## src/rtl/ptw_pkg.sv

```systemverilog
package ptw_pkg;

    localparam int PERM_W = 3;

    typedef enum logic [2:0] {
        ST_IDLE    = 3'd0,
        ST_L1_REQ  = 3'd1,
        ST_L1_WAIT = 3'd2,
        ST_L2_REQ  = 3'd3,
        ST_L2_WAIT = 3'd4,
        ST_DONE    = 3'd5,
        ST_FAULT   = 3'd6
    } walk_state_t;

    typedef enum logic {
        LVL_ROOT = 1'b0,
        LVL_LEAF = 1'b1
    } walk_level_t;

endpackage

```

## src/rtl/ptw_pte_decode.sv

```systemverilog
module ptw_pte_decode
    import ptw_pkg::*;
#(
    parameter int PTE_W   = 32,
    parameter int FRAME_W = 20
) (
    input  logic [PTE_W-1:0]   pte,
    output logic               pte_valid,
    output logic [FRAME_W-1:0] pte_frame,
    output logic [PERM_W-1:0]  pte_perm
);
    localparam int LOW_W = PTE_W - FRAME_W;
    localparam int FLAG_W = PERM_W + 1;

    assign pte_valid = pte[0];
    assign pte_perm  = pte[FLAG_W-1:1];
    assign pte_frame = pte[PTE_W-1 -: FRAME_W];

    generate
        if (LOW_W > FLAG_W) begin : g_rsvd
            logic unused_rsvd_bits;
            assign unused_rsvd_bits = ^pte[LOW_W-1:FLAG_W];
        end
    endgenerate

endmodule

```

## src/rtl/ptw_addr_gen.sv

```systemverilog
module ptw_addr_gen #(
    parameter int VA_W           = 32,
    parameter int PA_W           = 32,
    parameter int OFF_W          = 12,
    parameter int IDX_W          = 10,
    parameter int ENT_BYTES_LOG2 = 2
) (
    input  logic [VA_W-1:0]         vaddr,
    input  logic [PA_W-1:0]         root,
    input  logic [PA_W-OFF_W-1:0]   l1_frame,
    input  logic                    leaf_sel,
    output logic [PA_W-1:0]         entry_addr
);
    localparam int FRAME_W = PA_W - OFF_W;

    logic [IDX_W-1:0] idx_root;
    logic [IDX_W-1:0] idx_leaf;
    logic [PA_W-1:0]  off_root;
    logic [PA_W-1:0]  off_leaf;
    logic [PA_W-1:0]  leaf_base;
    logic             unused_page_offset;

    assign idx_root  = vaddr[OFF_W+IDX_W +: IDX_W];
    assign idx_leaf  = vaddr[OFF_W +: IDX_W];
    assign leaf_base = {l1_frame, {OFF_W{1'b0}}};
    assign unused_page_offset = ^vaddr[OFF_W-1:0];

    generate
        if (ENT_BYTES_LOG2 > 0) begin : g_scaled
            assign off_root = PA_W'({idx_root, {ENT_BYTES_LOG2{1'b0}}});
            assign off_leaf = PA_W'({idx_leaf, {ENT_BYTES_LOG2{1'b0}}});
        end else begin : g_bytewide
            assign off_root = PA_W'(idx_root);
            assign off_leaf = PA_W'(idx_leaf);
        end
        if (VA_W > OFF_W + 2*IDX_W) begin : g_va_top
            logic unused_va_top;
            assign unused_va_top = ^vaddr[VA_W-1:OFF_W+2*IDX_W];
        end
    endgenerate

    always_comb begin
        if (leaf_sel) begin
            entry_addr = leaf_base + off_leaf;
        end else begin
            entry_addr = root + off_root;
        end
    end

endmodule

```

## src/rtl/pt_walk_unit.sv

```systemverilog
module pt_walk_unit
    import ptw_pkg::*;
#(
    parameter int VA_W           = 32,
    parameter int PA_W           = 32,
    parameter int OFF_W          = 12,
    parameter int IDX_W          = 10,
    parameter int ENT_BYTES_LOG2 = 2,
    parameter int PTE_W          = 32
) (
    input  logic                      clk,
    input  logic                      rst_n,
    input  logic                      walk_valid,
    output logic                      walk_ready,
    input  logic [VA_W-1:0]           walk_vaddr,
    input  logic [PA_W-1:0]           root_base,
    output logic                      mem_req_valid,
    input  logic                      mem_req_ready,
    output logic [PA_W-1:0]           mem_req_addr,
    input  logic                      mem_rsp_valid,
    input  logic [PTE_W-1:0]          mem_rsp_data,
    output logic                      done,
    output logic                      fault,
    output logic                      fault_level,
    output logic [PA_W-OFF_W-1:0]     res_frame,
    output logic [PERM_W-1:0]         res_perm
);
    localparam int FRAME_W = PA_W - OFF_W;

    typedef struct packed {
        walk_state_t        st;
        logic [VA_W-1:0]    va;
        logic [PA_W-1:0]    root;
        logic [FRAME_W-1:0] frame;
        logic [PERM_W-1:0]  perm;
        walk_level_t        flvl;
    } walk_regs_t;

    walk_regs_t walk_d, walk_q;

    logic               pte_valid;
    logic [FRAME_W-1:0] pte_frame;
    logic [PERM_W-1:0]  pte_perm;
    logic               leaf_sel;

    ptw_pte_decode #(
        .PTE_W   (PTE_W),
        .FRAME_W (FRAME_W)
    ) u_decode (
        .pte       (mem_rsp_data),
        .pte_valid (pte_valid),
        .pte_frame (pte_frame),
        .pte_perm  (pte_perm)
    );

    assign leaf_sel = (walk_q.st == ST_L2_REQ);

    ptw_addr_gen #(
        .VA_W           (VA_W),
        .PA_W           (PA_W),
        .OFF_W          (OFF_W),
        .IDX_W          (IDX_W),
        .ENT_BYTES_LOG2 (ENT_BYTES_LOG2)
    ) u_addr (
        .vaddr      (walk_q.va),
        .root       (walk_q.root),
        .l1_frame   (walk_q.frame),
        .leaf_sel   (leaf_sel),
        .entry_addr (mem_req_addr)
    );

    always_comb begin
        walk_d = walk_q;
        unique case (walk_q.st)
            ST_IDLE: begin
                if (walk_valid) begin
                    walk_d.st   = ST_L1_REQ;
                    walk_d.va   = walk_vaddr;
                    walk_d.root = root_base;
                end
            end
            ST_L1_REQ: begin
                if (mem_req_ready) begin
                    walk_d.st = ST_L1_WAIT;
                end
            end
            ST_L1_WAIT: begin
                if (mem_rsp_valid) begin
                    if (pte_valid) begin
                        walk_d.frame = pte_frame;
                        walk_d.st    = ST_L2_REQ;
                    end else begin
                        walk_d.flvl = LVL_ROOT;
                        walk_d.perm = '0;
                        walk_d.st   = ST_FAULT;
                    end
                end
            end
            ST_L2_REQ: begin
                if (mem_req_ready) begin
                    walk_d.st = ST_L2_WAIT;
                end
            end
            ST_L2_WAIT: begin
                if (mem_rsp_valid) begin
                    if (pte_valid) begin
                        walk_d.frame = pte_frame;
                        walk_d.perm  = pte_perm;
                        walk_d.st    = ST_DONE;
                    end else begin
                        walk_d.flvl = LVL_LEAF;
                        walk_d.perm = '0;
                        walk_d.st   = ST_FAULT;
                    end
                end
            end
            ST_DONE, ST_FAULT: begin
                walk_d.st = ST_IDLE;
            end
            default: begin
                walk_d.st = ST_IDLE;
            end
        endcase
    end

    always_ff @(posedge clk) begin
        if (!rst_n) begin
            walk_q <= '0;
        end else begin
            walk_q <= walk_d;
        end
    end

    assign walk_ready    = (walk_q.st == ST_IDLE);
    assign mem_req_valid = (walk_q.st == ST_L1_REQ) || (walk_q.st == ST_L2_REQ);
    assign done          = (walk_q.st == ST_DONE) || (walk_q.st == ST_FAULT);
    assign fault         = (walk_q.st == ST_FAULT);
    assign fault_level   = walk_q.flvl;
    assign res_frame     = walk_q.frame;
    assign res_perm      = walk_q.perm;

    AST_RESET_IDLE: assert property (@(posedge clk) !rst_n |=> walk_ready && !mem_req_valid && !done);

    AST_REQ_HOLD: assert property (@(posedge clk) disable iff (!rst_n)
        mem_req_valid && !mem_req_ready |=> mem_req_valid && $stable(mem_req_addr));

    AST_DONE_PULSE: assert property (@(posedge clk) disable iff (!rst_n)
        done |=> !done);

    AST_FAULT_IN_DONE: assert property (@(posedge clk) disable iff (!rst_n)
        fault |-> done);

    AST_BUSY_NOT_READY: assert property (@(posedge clk) disable iff (!rst_n)
        (mem_req_valid || done) |-> !walk_ready);

    AST_ACCEPT_STARTS: assert property (@(posedge clk) disable iff (!rst_n)
        walk_ready && walk_valid |=> mem_req_valid && !walk_ready);

endmodule

```

## config.mk

```make
export PLATFORM = sky130hd
export DESIGN_NAME = pt_walk_unit
export DESIGN_NICKNAME = d
export VERILOG_FILES = /design/src/rtl/ptw_pkg.sv /design/src/rtl/ptw_pte_decode.sv /design/src/rtl/ptw_addr_gen.sv /design/src/rtl/pt_walk_unit.sv
export SDC_FILE = /design/constraint.sdc
export NUM_CORES = 1
export LEC_CHECK = 0
export ABC_AREA = 0
export BUFFER_PORTS_ARGS = -buffer_cell sky130_fd_sc_hd__buf_4
export CORE_UTILIZATION = 50
export DETAILED_ROUTE_END_ITERATION = 8
export PLACE_DENSITY = 0.81
export SLEW_MARGIN = 5
export SYNTH_ARGS = -nofsm -noshare
export SYNTH_HDL_FRONTEND = slang
export SYNTH_SLANG_ARGS = --single-unit
```

## constraint.sdc

```tcl
create_clock -name clk -period 8.5 [get_ports clk]
set_clock_uncertainty 0.05 [all_clocks]
set_input_delay 1.7 -clock clk [delete_from_list [all_inputs] [get_ports clk]]
set_output_delay 1.7 -clock clk [all_outputs]
set_load 0.02 [all_outputs]
```

; Word level (Yosys, flattened, before mapping)
; Index checks and enable logic that the tools add are counted.
[op_classes]
eq_ne = 13
mux = 16
div = 0
n_reduce_logical = 9
n_lt_le_gt_ge = 0
addsub = 2
n_mul = 0
shift = 0
n_bitwise = 0
[ops]
columns = operator, count
row1 = $mux 67, 1
row2 = $add 32x12->32, 2
row3 = $mux 24, 2
row4 = $pmux 24 s2, 1
row5 = $mux 32, 1
row6 = $mux 20, 1
row7 = $mux 3, 6
row8 = $pmux 3 s5, 1
row9 = $ne 2x2->1 const B, 7
row10 = $reduce_and 5->1, 2
row11 = $eq 3x3->1 const B, 3
row12 = $eq 3x2->1 const B, 2
row13 = $mux 4, 1
row14 = $reduce_and 4->1, 1
row15 = $eq 3x1->1 const B, 1
row16 = $logic_not 3->1, 1
row17 = $reduce_and 3->1, 1
row18 = $logic_or 1x1->1, 2
row19 = $mux 2, 1
row20 = $reduce_and 2->1, 1
row21 = $reduce_bool 2->1, 1
row22 = $mux 1, 1
[word_totals]
latchBits = 0
inputBits = 101
reg_bits = 91
ram_bits = 0
output_inout_bits = 60
romBits = 0
mem_count = 0

; Longest topological paths before layout
; Gate-level depths: netlist of the first run.
[depth]
depth_word = 3
depth_mapped = 8

; By module
; A second synthesis of the first run with hierarchy kept.
[unflattened]
cells_unflattened = 671
hier_area_um2 = 5093.6
[modules_own_cells]
columns = module, n_inst, area_each_um2, cells_each, seq_area_each_um2
row1 = pt_walk_unit, 1, 3656.0, 454, 1821.7
row2 = ptw_addr_gen, 1, 1257.5, 193, 0.0
row3 = ptw_pte_decode, 1, 180.2, 24, 0.0

; Least setup slack after synthesis of the first run
; Ideal clock, no wire load.
[synth_path]
path_kind = register -> output
from = register walk_q[26] (netlist bit)
to = output port mem_req_addr[22]
setup_slack_ns = 4.235
n_path_buf = 0
t_arrival_ns = 2.515
path_stages_with_launch = 9
required_time_ns = 6.750
path_cell_list = dfxtp_1 -> ha_1 -> fa_1 -> a211oi_1 -> o21ai_1 -> a41oi_2 -> nor3_1 -> xnor2_1 -> o21ai_0
[synth_between]
elab_chain_cells = 2
[synth_rtl]
columns = item, line
row1 = "start, declared", pt_walk_unit.sv:39  ; walk_regs_t walk_d, walk_q;
row2 = "start signal, assigned", pt_walk_unit.sv:130  ; walk_q <= walk_d;
row3 = $add 32x12->32, ptw_addr_gen.sv:46  ; entry_addr = root + off_root;
row4 = $mux 32, ptw_addr_gen.sv:43  ; if (leaf_sel) begin
row5 = "end, declared", pt_walk_unit.sv:19  ; output logic [PA_W-1:0] mem_req_addr,
; No other way between the ends.

; Final worst setup path of the first run
[layout_path]
from = register walk_q[26] (netlist bit)
to = output port mem_req_addr[14]
; The elaborated chain is that of the path after synthesis.

==> results of run 1 <==
==> power by group through the flow <==
stage	combinational (mW)	sequential, mW	clock, mW
after global placement	0.345	0.453	0
final	0.354	0.450	0.294
after detailed placement	0.353	0.457	0
after floorplan	0.234	0.442	0
after global routing	0.389	0.455	0.314
after CTS	0.355	0.449	0.299
==> worst register-to-register path, cell delays in order (launching register included) <==
cell and delay, ns:
dfxtp_1 0.44, nor3_1 0.41, and2_2 0.86, nand2_1 0.14, a21boi_0 0.22
==> final cells by class <==
| cell class | count | area [sq um] | share of cell area, % |
|---|---|---|---|
| Multi-Input combinational cell | 446 | 2510 | 45.5 |
| Sequential cell | 79 | 1580 | 28.7 |
| Clock buffer | 10 | 128 | 2.32 |
| Clock inverter | 4 | 72.6 | 1.32 |
| Inverter | 5 | 18.8 | 0.341 |
| Timing Repair Buffer | 142 | 1070 | 19.4 |
| Tap cell | 105 | 131 | 2.39 |
==> logic make-up after synthesis <==
logic type	count (synthesis)
compound gates	152
xor+xnor	22
fa+ha+maj	11
buf+inv	62
flops	79
simple gates	261
==> stage by stage <==
stage / hold slack (ns) / instances / setup slack [ns]
2_1_floorplan: 0.389 / 587 / 4.23
3_3_place_gp: 0.398 / 777 / 4.03
3_5_place_dp: 0.410 / 777 / 4.00
4_1_cts: 0.422 / 791 / 3.59
5_1_grt: 0.446 / 791 / 3.36
6_report: 0.417 / 791 / 3.56
==> registers in the layout, indices dropped and copies added, names as in the netlist <==
register	count
walk_q	55
res_frame	20
res_perm	3
fault_level	1
==> layer usage <==
layer | wire length (um) | part of all wire [%] | GRT usage [%]
met5 | 0 | 0 | 0
met4 | 222 | 1.9 | 8.83
met3 | 694 | 6.0 | 4.74
met2 | 5350 | 46 | 40.5
met1 | 5260 | 46 | 34.5
==> cell usage in the layout (no fill, tap or decap), types with 2 or more instances in the layout <==
cell / n
nor3b_1: 2
and3_1: 6
dfxtp_1: 79
nor2b_1: 8
or4_1: 3
ha_1: 10
nand2b_1: 2
xor2_1: 11
a32oi_1: 3
a2111oi_0: 2
nor4_1: 2
o21a_1: 3
nor2_2: 2
inv_1: 5
nand3_1: 8
bufinv_16: 2
a211oi_1: 4
clkbuf_8: 9
o21ai_0: 24
xnor2_1: 11
o21bai_1: 2
a21oi_1: 18
nand2_1: 192
o211ai_1: 4
and2_1: 2
nand3b_1: 2
buf_4: 142
nor2_1: 17
a21boi_0: 75
nor3_1: 8
a21o_1: 3
o31ai_1: 2
o21ai_1: 2
==> worst paths after layout <==
kind / startpoint / end
worst min-delay path: walk_q[24] / walk_q[24]
worst min register to register: walk_q[24] / walk_q[24]
worst max-delay path: walk_q[26] / mem_req_addr[14]
worst max register to register: walk_q[90] / walk_q[68]
==> results.sh, run 1 <==
export IMPL_cp_depth=9
export IMPL_critPathBufInv=1
export IMPL_drt_iter0_markers=235
export IMPL_p_leak_nw=2.30
export IMPL_end_kind="output port"
export IMPL_grt_pass1_wl_mm=18.3
export IMPL_finalCritPeriodShare_pct=58.1
export IMPL_drt_pass1_iter_count=5
export IMPL_max_cap_violations=0
export IMPL_synth_async_sr_flop_share_pct=0
export IMPL_min_period_ns=4.94
export IMPL_synthXorXnorAreaFrac_pct=4.38
export IMPL_grt_ovfl_total=0
export IMPL_synth_edf_count=0
export IMPL_fill_cells=766
export IMPL_wl_per_cell_um=14.6
export IMPL_peakVddDrop_mv=0.120
export IMPL_cp_start_kind="register"
export IMPL_yosysMostFrequentCell="nand2_1"
export IMPL_clk_pin_slew_worst_paths_ns=0.08
export IMPL_yosysWarningCount=0
export IMPL_max_slew_worst_pin_slew_ns=0.960
export IMPL_synth_ff_type="dfxtp_1"
export IMPL_synth_area_leaders="dfxtp_1 (36%), nand2_1 (16%), a21boi_0 (13%)"
export IMPL_timing_final_hold_violations=0
export IMPL_vias=4277
export IMPL_port_buffers=140
export IMPL_arrival_ns=3.19
export IMPL_n_antenna_cell=0
export IMPL_grt_max_degree=80
export IMPL_dieArea_sq_mm=0.00919
export IMPL_rsz0062_at_grt="no"
export IMPL_crit_chain="ha_1, fa_1, a211oi_1, o21ai_1, a41oi_2, nor2_1, xnor2_1, o21ai_0, buf_4"
export IMPL_ys_seq_elements=79
export IMPL_finalSetupViolations=0
export IMPL_pwr_share_seq_pct=41.0
export IMPL_reg2regPathDepth=4
export IMPL_synth_cells=587
export IMPL_slowest_delay_ns=0.53
export IMPL_first_global_vias=3886
export IMPL_p_int_mw=0.718
export IMPL_routed_wl_mm=11.5
export IMPL_fmax_mhz=202
export IMPL_status="finished, final reports clean"
export IMPL_antenna_found_initial=0
export IMPL_hold_buffers=0
export IMPL_power_density_mw_per_mm2=199
export IMPL_clock_sinks=79
export IMPL_synthMuxAreaShare_pct=0
export IMPL_cts_resized=0
export IMPL_cts_buffers=9
export IMPL_yosysUniqueCellTypes=49
export IMPL_reg2reg_slack_ns=6.30
export IMPL_slew_viol_final=0
export IMPL_required_ns=6.75
export IMPL_syn_nets=699
export IMPL_insertion_delay_ns=0.34
export IMPL_clkPwrFrac_pct=26.8
export IMPL_synth_top_cell_area_share_pct=35.9
export IMPL_clock_tree_htree_level_count=3
export IMPL_start_util_pct=52.5
export IMPL_drive_above_1_share_pct=23.9
export IMPL_place_congestion=0.921
export IMPL_power_switching_mw=0.380
export IMPL_whs_path_depth=2
export IMPL_via_per_inst=5.41
export IMPL_drcViolationCount=0
export IMPL_cts_tree="yes"
export IMPL_comb_power_share_pct=32.3
export IMPL_switching_share_pct=34.6
export IMPL_detailed_place_area_sq_mm=0.00530
export IMPL_slew_headroom_pct=36.0
export IMPL_io_pins=161
export IMPL_fp_coreArea_sq_mm=0.00838
export IMPL_syn_avg_cell_area_sq_um=7.50
export IMPL_synth_compound_area_share_pct=24.0
export IMPL_cts_root_buf="clkbuf_8"
export IMPL_syn_area_sq_mm=0.00440
export IMPL_ys_seq_area_share_pct=35.9
export IMPL_die_w_um=95.8
export IMPL_synth_top_family_by_area="simple AND/OR/NAND/NOR gates"
export IMPL_num_nets_final=795
export IMPL_cpLargestDelayFamily="compound AO/OA/AOI/OAI gates"
export IMPL_postRouteAntennaNets=0
export IMPL_dpl_hpwl_mm=8.35
export IMPL_cts_setup_buffers=0
export IMPL_criticalPathCategory="reg2out"
export IMPL_synth_fa_ha_area_share_pct=3.30
export IMPL_setup_tns_ns=0
export IMPL_path_max_fanout=10
export IMPL_finish_utilization_pct=65.7
export IMPL_yosys_area_share_simple_pct=25.1
export IMPL_hold_path_class="reg2reg"
export IMPL_num_rows=33
export IMPL_cpMaxStageDelayCell="a41oi_2"
export IMPL_clk_path_buf_depth=2
export IMPL_synth_top_cell_by_area="dfxtp_1"
export IMPL_finalPower_mw=1.10
export IMPL_synth_top_cells_by_count="nand2_1 (192), dfxtp_1 (79), a21boi_0 (75)"
export IMPL_syn_to_final_growth_pct=25.0
export IMPL_fp_dieH_um=95.8
export IMPL_grt_usage_pct=25.5
export IMPL_stdcell_area_sq_mm=0.00550
No activity file was read; power rests on OpenSTA's default activity.
==> run 2, diff against run 1 <==
CORE_UTILIZATION = 45   (was 50)
PLACE_DENSITY = 0.77   (was 0.81)
clock period = 4.2 ns   (was 8.5 ns; I/O delays follow)
==> results.sh, run 2 (synthesis gave the netlist of run 1 again) <==
export IMPL_crit_chain="ha_1, fa_1, a211oi_1, o21ai_1, a41oi_4, nor2_1, xnor2_1, o21ai_0, buf_4"
export IMPL_dieArea_sq_mm=0.0102
export IMPL_insertion_delay_ns=0.35
export IMPL_clock_sinks=79
export IMPL_slew_headroom_pct=38.1
export IMPL_multi_input_area_sq_mm=0.00252
export IMPL_required_ns=3.31
export IMPL_fp_coreArea_sq_mm=0.00937
export IMPL_cts_tree="yes"
export IMPL_finish_utilization_pct=59.1
export IMPL_clkPwrFrac_pct=23.9
export IMPL_drive_above_1_share_pct=24.3
export IMPL_pwr_share_seq_pct=42.4
export IMPL_vias=4306
export IMPL_postRouteAntennaNets=0
export IMPL_switching_share_pct=36.8
export IMPL_grt_busiest_layer="met2"
export IMPL_timing_final_hold_violations=0
export IMPL_cts_root_buf="clkbuf_8"
export IMPL_via_per_inst=5.26
export IMPL_dpl_hpwl_mm=8.68
export IMPL_fmax_mhz=256
export IMPL_num_rows=35
export IMPL_use_met1_pct=31.8
export IMPL_num_nets_final=797
export IMPL_p_int_mw=1.36
export IMPL_p_leak_nw=2.30
export IMPL_max_slew_worst_pin_slew_ns=0.928
export IMPL_port_buffers=140
export IMPL_fp_dieH_um=101
export IMPL_syn_to_final_growth_pct=25.7
export IMPL_rsz0062_at_grt="no"
export IMPL_clk_path_buf_depth=2
export IMPL_final_cell_mix="nand2_1 (192), buf_4 (144), dfxtp_1 (79)"
export IMPL_hold_buffers=0
export IMPL_fill_cells=906
export IMPL_final_common_cell="nand2_1"
export IMPL_die_w_um=101
export IMPL_grtUsageMet2_pct=37.6
export IMPL_peakVddDrop_mv=0.206
export IMPL_drcViolationCount=0
export IMPL_slowest_delay_ns=0.42
export IMPL_grt_usage_pct=23.5
export IMPL_finalCritPeriodShare_pct=93.2
export IMPL_first_global_vias=4041
export IMPL_min_period_ns=3.91
export IMPL_drt_iter0_markers=232
export IMPL_cts_buffers=9
export IMPL_slew_viol_final=0
export IMPL_start_util_pct=47.0
export IMPL_top_register="walk_q"
export IMPL_status="finished, final reports clean"
export IMPL_comb_power_share_pct=33.6
export IMPL_drt_pass1_iter_count=5
export IMPL_final_seq_area_sq_mm=0.00158
export IMPL_arrival_ns=3.02
export IMPL_clk_pin_slew_worst_paths_ns=0.08
export IMPL_n_antenna_cell=0
export IMPL_finalSetupViolations=0
export IMPL_wl_per_cell_um=14.4
export IMPL_end_kind="output port"
export IMPL_cpMaxStageDelayCell="fa_1"
export IMPL_routed_wl_mm=11.8
export IMPL_largest_register_ffs=55
export IMPL_setup_tns_ns=0
export IMPL_power_density_mw_per_mm2=388
export IMPL_grt_ovfl_total=0
export IMPL_gr_usage_met3_pct=4.02
export IMPL_cp_start_kind="register"
export IMPL_antenna_found_initial=0
export IMPL_clock_tree_htree_level_count=3
export IMPL_path_max_fanout=10
export IMPL_criticalPathCategory="reg2out"
export IMPL_place_congestion=0.902
export IMPL_grt_max_degree=80
export IMPL_io_pins=161
export IMPL_power_switching_mw=0.789
export IMPL_max_cap_violations=0
export IMPL_grt_pass1_wl_mm=18.8
export IMPL_hold_path_class="reg2reg"
## run 2: changes by cell type in the layout (fill, tap and decap cells not counted), sizes merged
cell,delta
bufinv,-2
buf,+2
clkinvlp,+1
clkbuf,+1
clkinv,+2
## run 2: repair_timing
item / 4_1_cts / 5_1_grt
setup endpoints to repair: 0 / 9
buffers inserted: 0 / 0
gates resized for setup: 0 / 1
hold endpoints to repair: 0 / 0
## run 2: power groups by stage
| stage | clock (mW) | sequential [mW] | combinational, mW |
|---|---|---|---|
| floorplan | 0 | 0.895 | 0.474 |
| finish | 0.514 | 0.910 | 0.722 |
| detailed placement | 0 | 0.926 | 0.718 |
| global route | 0.560 | 0.922 | 0.793 |
| CTS | 0.528 | 0.909 | 0.721 |
| global placement | 0 | 0.920 | 0.705 |
## run 2: area by class of cell
class / instances / share of cell area (%)
multi-input cells: 446 / 45.5
well taps: 129 / 2.92
inverters: 5 / 0.339
clock inverters: 5 / 0.610
repair buffers: 144 / 19.5
flip-flops and latches: 79 / 28.6
clock buffers: 11 / 2.55
## run 2: path summary, 6_finish.rpt
| path | from | end | slack [ns] | depth (start not counted) |
|---|---|---|---|---|
| hold reg to reg | walk_q[33] | walk_q[33] | 0.42 | 2 |
| setup reg to reg | walk_q[90] | walk_q[36] | 2.03 | 4 |
| hold / removal | walk_q[33] | walk_q[33] | 0.42 | 2 |
| setup / recovery | walk_q[26] | mem_req_addr[14] | 0.29 | 9 |
## run 2: metrics by stage
stage                     total power [mW]  instance area (sq um)  setup WS, ns  hold slack, ns  cells
after floorplan                       1.37                   4400         0.795           0.389    587
after global placement                1.63                   5350         0.576           0.398    803
after detailed placement              1.64                   5350         0.512           0.412    803
after CTS                             2.16                   5520         0.110           0.423    819
after global routing                  2.27                   5540        0.0331           0.437    819
final                                 2.15                   5540         0.287           0.420    819
## run 2: critical path: cells and delay by family, from the launching register on
| family | cells | cell delay, ns |
|---|---|---|
| XOR/XNOR | 1 | 0.14 |
| AND/OR/NAND/NOR | 1 | 0.12 |
| flip-flops | 1 | 0.32 |
| adder cells (fa/ha/maj) | 2 | 0.65 |
| buffers and inverters | 1 | 0.20 |
| AO/OA/AOI/OAI | 4 | 1.23 |
## run 2: per-layer routing
metal | vias up | wire length, um
li1 | 2154 | -
met1 | 1972 | 5400
met2 | 153 | 5360
met3 | 27 | 698
met4 | 0 | 327
met5 | - | 0
==> run 3, diff against run 2 <==
ABC_AREA = 1   (was 0)
CORE_UTILIZATION = 46   (was 45)
SLEW_MARGIN = default   (was 5)
==> results.sh, run 3 <==
export IMPL_antenna_found_initial=0
export IMPL_top_register="walk_q"
export IMPL_drive_above_1_share_pct=21.4
export IMPL_slowest_delay_ns=0.46
export IMPL_finalCritPeriodShare_pct=83.4
export IMPL_cp_start_kind="register"
export IMPL_grt_pass1_wl_mm=21.5
export IMPL_dpl_hpwl_mm=10.2
export IMPL_start_util_pct=47.7
export IMPL_grt_max_degree=54
export IMPL_die_w_um=103
export IMPL_reg2regPathDepth=6
export IMPL_critPathLaunch="walk_q[26]"
export IMPL_required_ns=3.31
export IMPL_syn_avg_cell_area_sq_um=6.40
export IMPL_io_pins=161
export IMPL_cts_buffers=9
export IMPL_arrival_ns=2.61
export IMPL_syn_area_sq_mm=0.00471
export IMPL_synth_ff_type="dfxtp_1"
export IMPL_place_congestion=0.895
export IMPL_fp_dieH_um=103
export IMPL_synth_cells=736
export IMPL_clk_path_buf_depth=2
export IMPL_setup_tns_ns=0
export IMPL_crit_chain="ha_1, fa_1, nand3_1, nand3_1, nand3_1, nand3_1, xor2_1, nand2_1, nand2_1, buf_4"
export IMPL_min_period_ns=3.50
export IMPL_path_max_fanout=5
export IMPL_synth_top_family_by_area="simple AND/OR/NAND/NOR gates"
export IMPL_drt_pass1_iter_count=5
export IMPL_cp_depth=10
export IMPL_criticalPathCategory="reg2out"
export IMPL_synth_fa_ha_area_share_pct=3.08
export IMPL_cpMostUsedCell="nand3_1"
export IMPL_max_slew_worst_pin_slew_ns=0.919
export IMPL_via_per_inst=5.11
export IMPL_dp_cells=958
export IMPL_vias=4972
export IMPL_cts_root_buf="clkbuf_8"
export IMPL_fill_cells=957
export IMPL_syn_to_final_growth_pct=23.0
export IMPL_grt_ovfl_total=0
export IMPL_synth_async_sr_flop_share_pct=0
export IMPL_synth_area_leaders="dfxtp_1 (34%), nand2_1 (18%), nand3_1 (9.0%)"
export IMPL_cpMaxStageDelayCell="fa_1"
export IMPL_ys_seq_elements=79
export IMPL_syn_nets=848
export IMPL_final_cell_mix="nand2_1 (219), buf_4 (143), nand3_1 (85)"
export IMPL_stdcell_area_sq_mm=0.00579
export IMPL_max_cap_violations=0
export IMPL_clock_sinks=79
export IMPL_status="finished, final reports clean"
export IMPL_min_from="walk_q[77]"
export IMPL_largest_register_ffs=55
export IMPL_rsz0062_at_grt="no"
export IMPL_ys_seq_area_share_pct=33.6
export IMPL_grt_usage_pct=26.1
export IMPL_wl_per_cell_um=13.8
export IMPL_synth_compound_area_share_pct=15.9
export IMPL_timing_final_hold_violations=0
export IMPL_insertion_delay_ns=0.36
export IMPL_synthMuxAreaShare_pct=0
export IMPL_hold_path_class="reg2reg"
export IMPL_num_rows=36
export IMPL_stdcell_count=973
export IMPL_cts_tree="yes"
export IMPL_p_leak_nw=2.74
export IMPL_fp_coreArea_sq_mm=0.00986
export IMPL_cpLargestDelayFamily="simple AND/OR/NAND/NOR gates"
export IMPL_end_kind="output port"
export IMPL_fmax_mhz=286
export IMPL_synth_top_cell_by_area="dfxtp_1"
export IMPL_first_global_vias=4664
export IMPL_synth_edf_count=0
export IMPL_peakVddDrop_mv=0.271
export IMPL_crit_end="mem_req_addr[14]"
export IMPL_cts_resized=0
export IMPL_yosysMostFrequentCell="nand2_1"
export IMPL_num_nets_final=948
export IMPL_finish_utilization_pct=58.7
export IMPL_final_common_cell="nand2_1"
export IMPL_finalSetupViolations=0
export IMPL_slew_headroom_pct=38.5
export IMPL_drt_iter0_markers=195
export IMPL_hold_buffers=0
export IMPL_clk_pin_slew_worst_paths_ns=0.08
export IMPL_cts_setup_buffers=0
export IMPL_yosys_area_share_simple_pct=32.1
export IMPL_yosysUniqueCellTypes=33
export IMPL_worst_slack_ns=0.699
export IMPL_worstReg2RegEnd="walk_q[47]"
export IMPL_slew_viol_final=0
export IMPL_r2r_start="walk_q[90]"
export IMPL_synth_top_cells_by_count="nand2_1 (220), nand3_1 (85), inv_1 (81)"
export IMPL_reg2reg_slack_ns=1.79
export IMPL_power_density_mw_per_mm2=398
export IMPL_n_antenna_cell=0
export IMPL_yosysWarningCount=0
export IMPL_drcViolationCount=0
export IMPL_postRouteAntennaNets=0
export IMPL_routed_wl_mm=13.5
export IMPL_synth_top_cell_area_share_pct=33.6
export IMPL_synthXorXnorAreaFrac_pct=1.12
export IMPL_place_ws_ns=1.10
export IMPL_dieArea_sq_mm=0.0106
export IMPL_critPathBufInv=1
export IMPL_detailed_place_area_sq_mm=0.00561
export IMPL_clock_tree_htree_level_count=3
export IMPL_port_buffers=140
[run 3: changes by cell type in the layout (fill, tap and decap cells not counted), moves of 27 or more]
cell,change
a21boi_0,-74
a21oi_1,+54
inv_1,+76
nand2_1,+27
nand3_1,+77
[run 3: cell families (layout without fill, tap and decap cells)]
group,count (synthesis),after routing
adders and majority gates,11,11
xor gates and xnor gates,6,6
DFF,79,79
and+or+nand+nor,359,359
buffers and inverters,140,244
AOI/OAI and AO/OA,141,141
[run 3: worst min path at each step]
stage / endpoint / slack [ns] / cells after the start
final: walk_q[77] / 0.41 / 2
after global routing: walk_q[77] / 0.44 / 2
after CTS: walk_q[77] / 0.41 / 2
after detailed placement: walk_q[77] / 0.40 / 2
after global placement: walk_q[68] / 0.39 / 2
after floorplan: walk_q[68] / 0.37 / 2
[run 3: layer usage]
layer  routed length, um  global-route usage (%)
met3                 736                    5.56
met4                 301                    10.1
met2                6420                    44.2
met5                   0                       0
met1                6010                    32.4
[run 3: layout make-up]
class,count,area (sq um),share of cell area [%]
multi-input cells,517,2460,42.5
inverters,86,323,5.58
clock inverters,4,30.0,0.519
flip-flops and latches,79,1580,27.3
repair buffers,143,1070,18.5
well taps,133,166,2.88
clock buffers,11,151,2.62
[run 3: tightest hold or removal path: stages, from the launching register on]
cell,delay (ns)
dfxtp_1,0.30
inv_1,0.06
a21oi_1,0.06
[run 3: metrics by stage]
step | power (mW) | hold slack (ns)
floorplan | 1.49 | 0.375
global placement | 1.76 | 0.391
detailed placement | 1.78 | 0.400
CTS | 2.31 | 0.412
global route | 2.44 | 0.438
finish | 2.30 | 0.411
[run 3: power breakdown]
group,leakage (nW),total [mW],internal (mW),switching (mW)
clock network,0.0918,0.535,0.246,0.290
registers,0.648,0.926,0.845,0.0802
logic,2.00,0.843,0.321,0.523
total,2.74,2.30,1.41,0.893
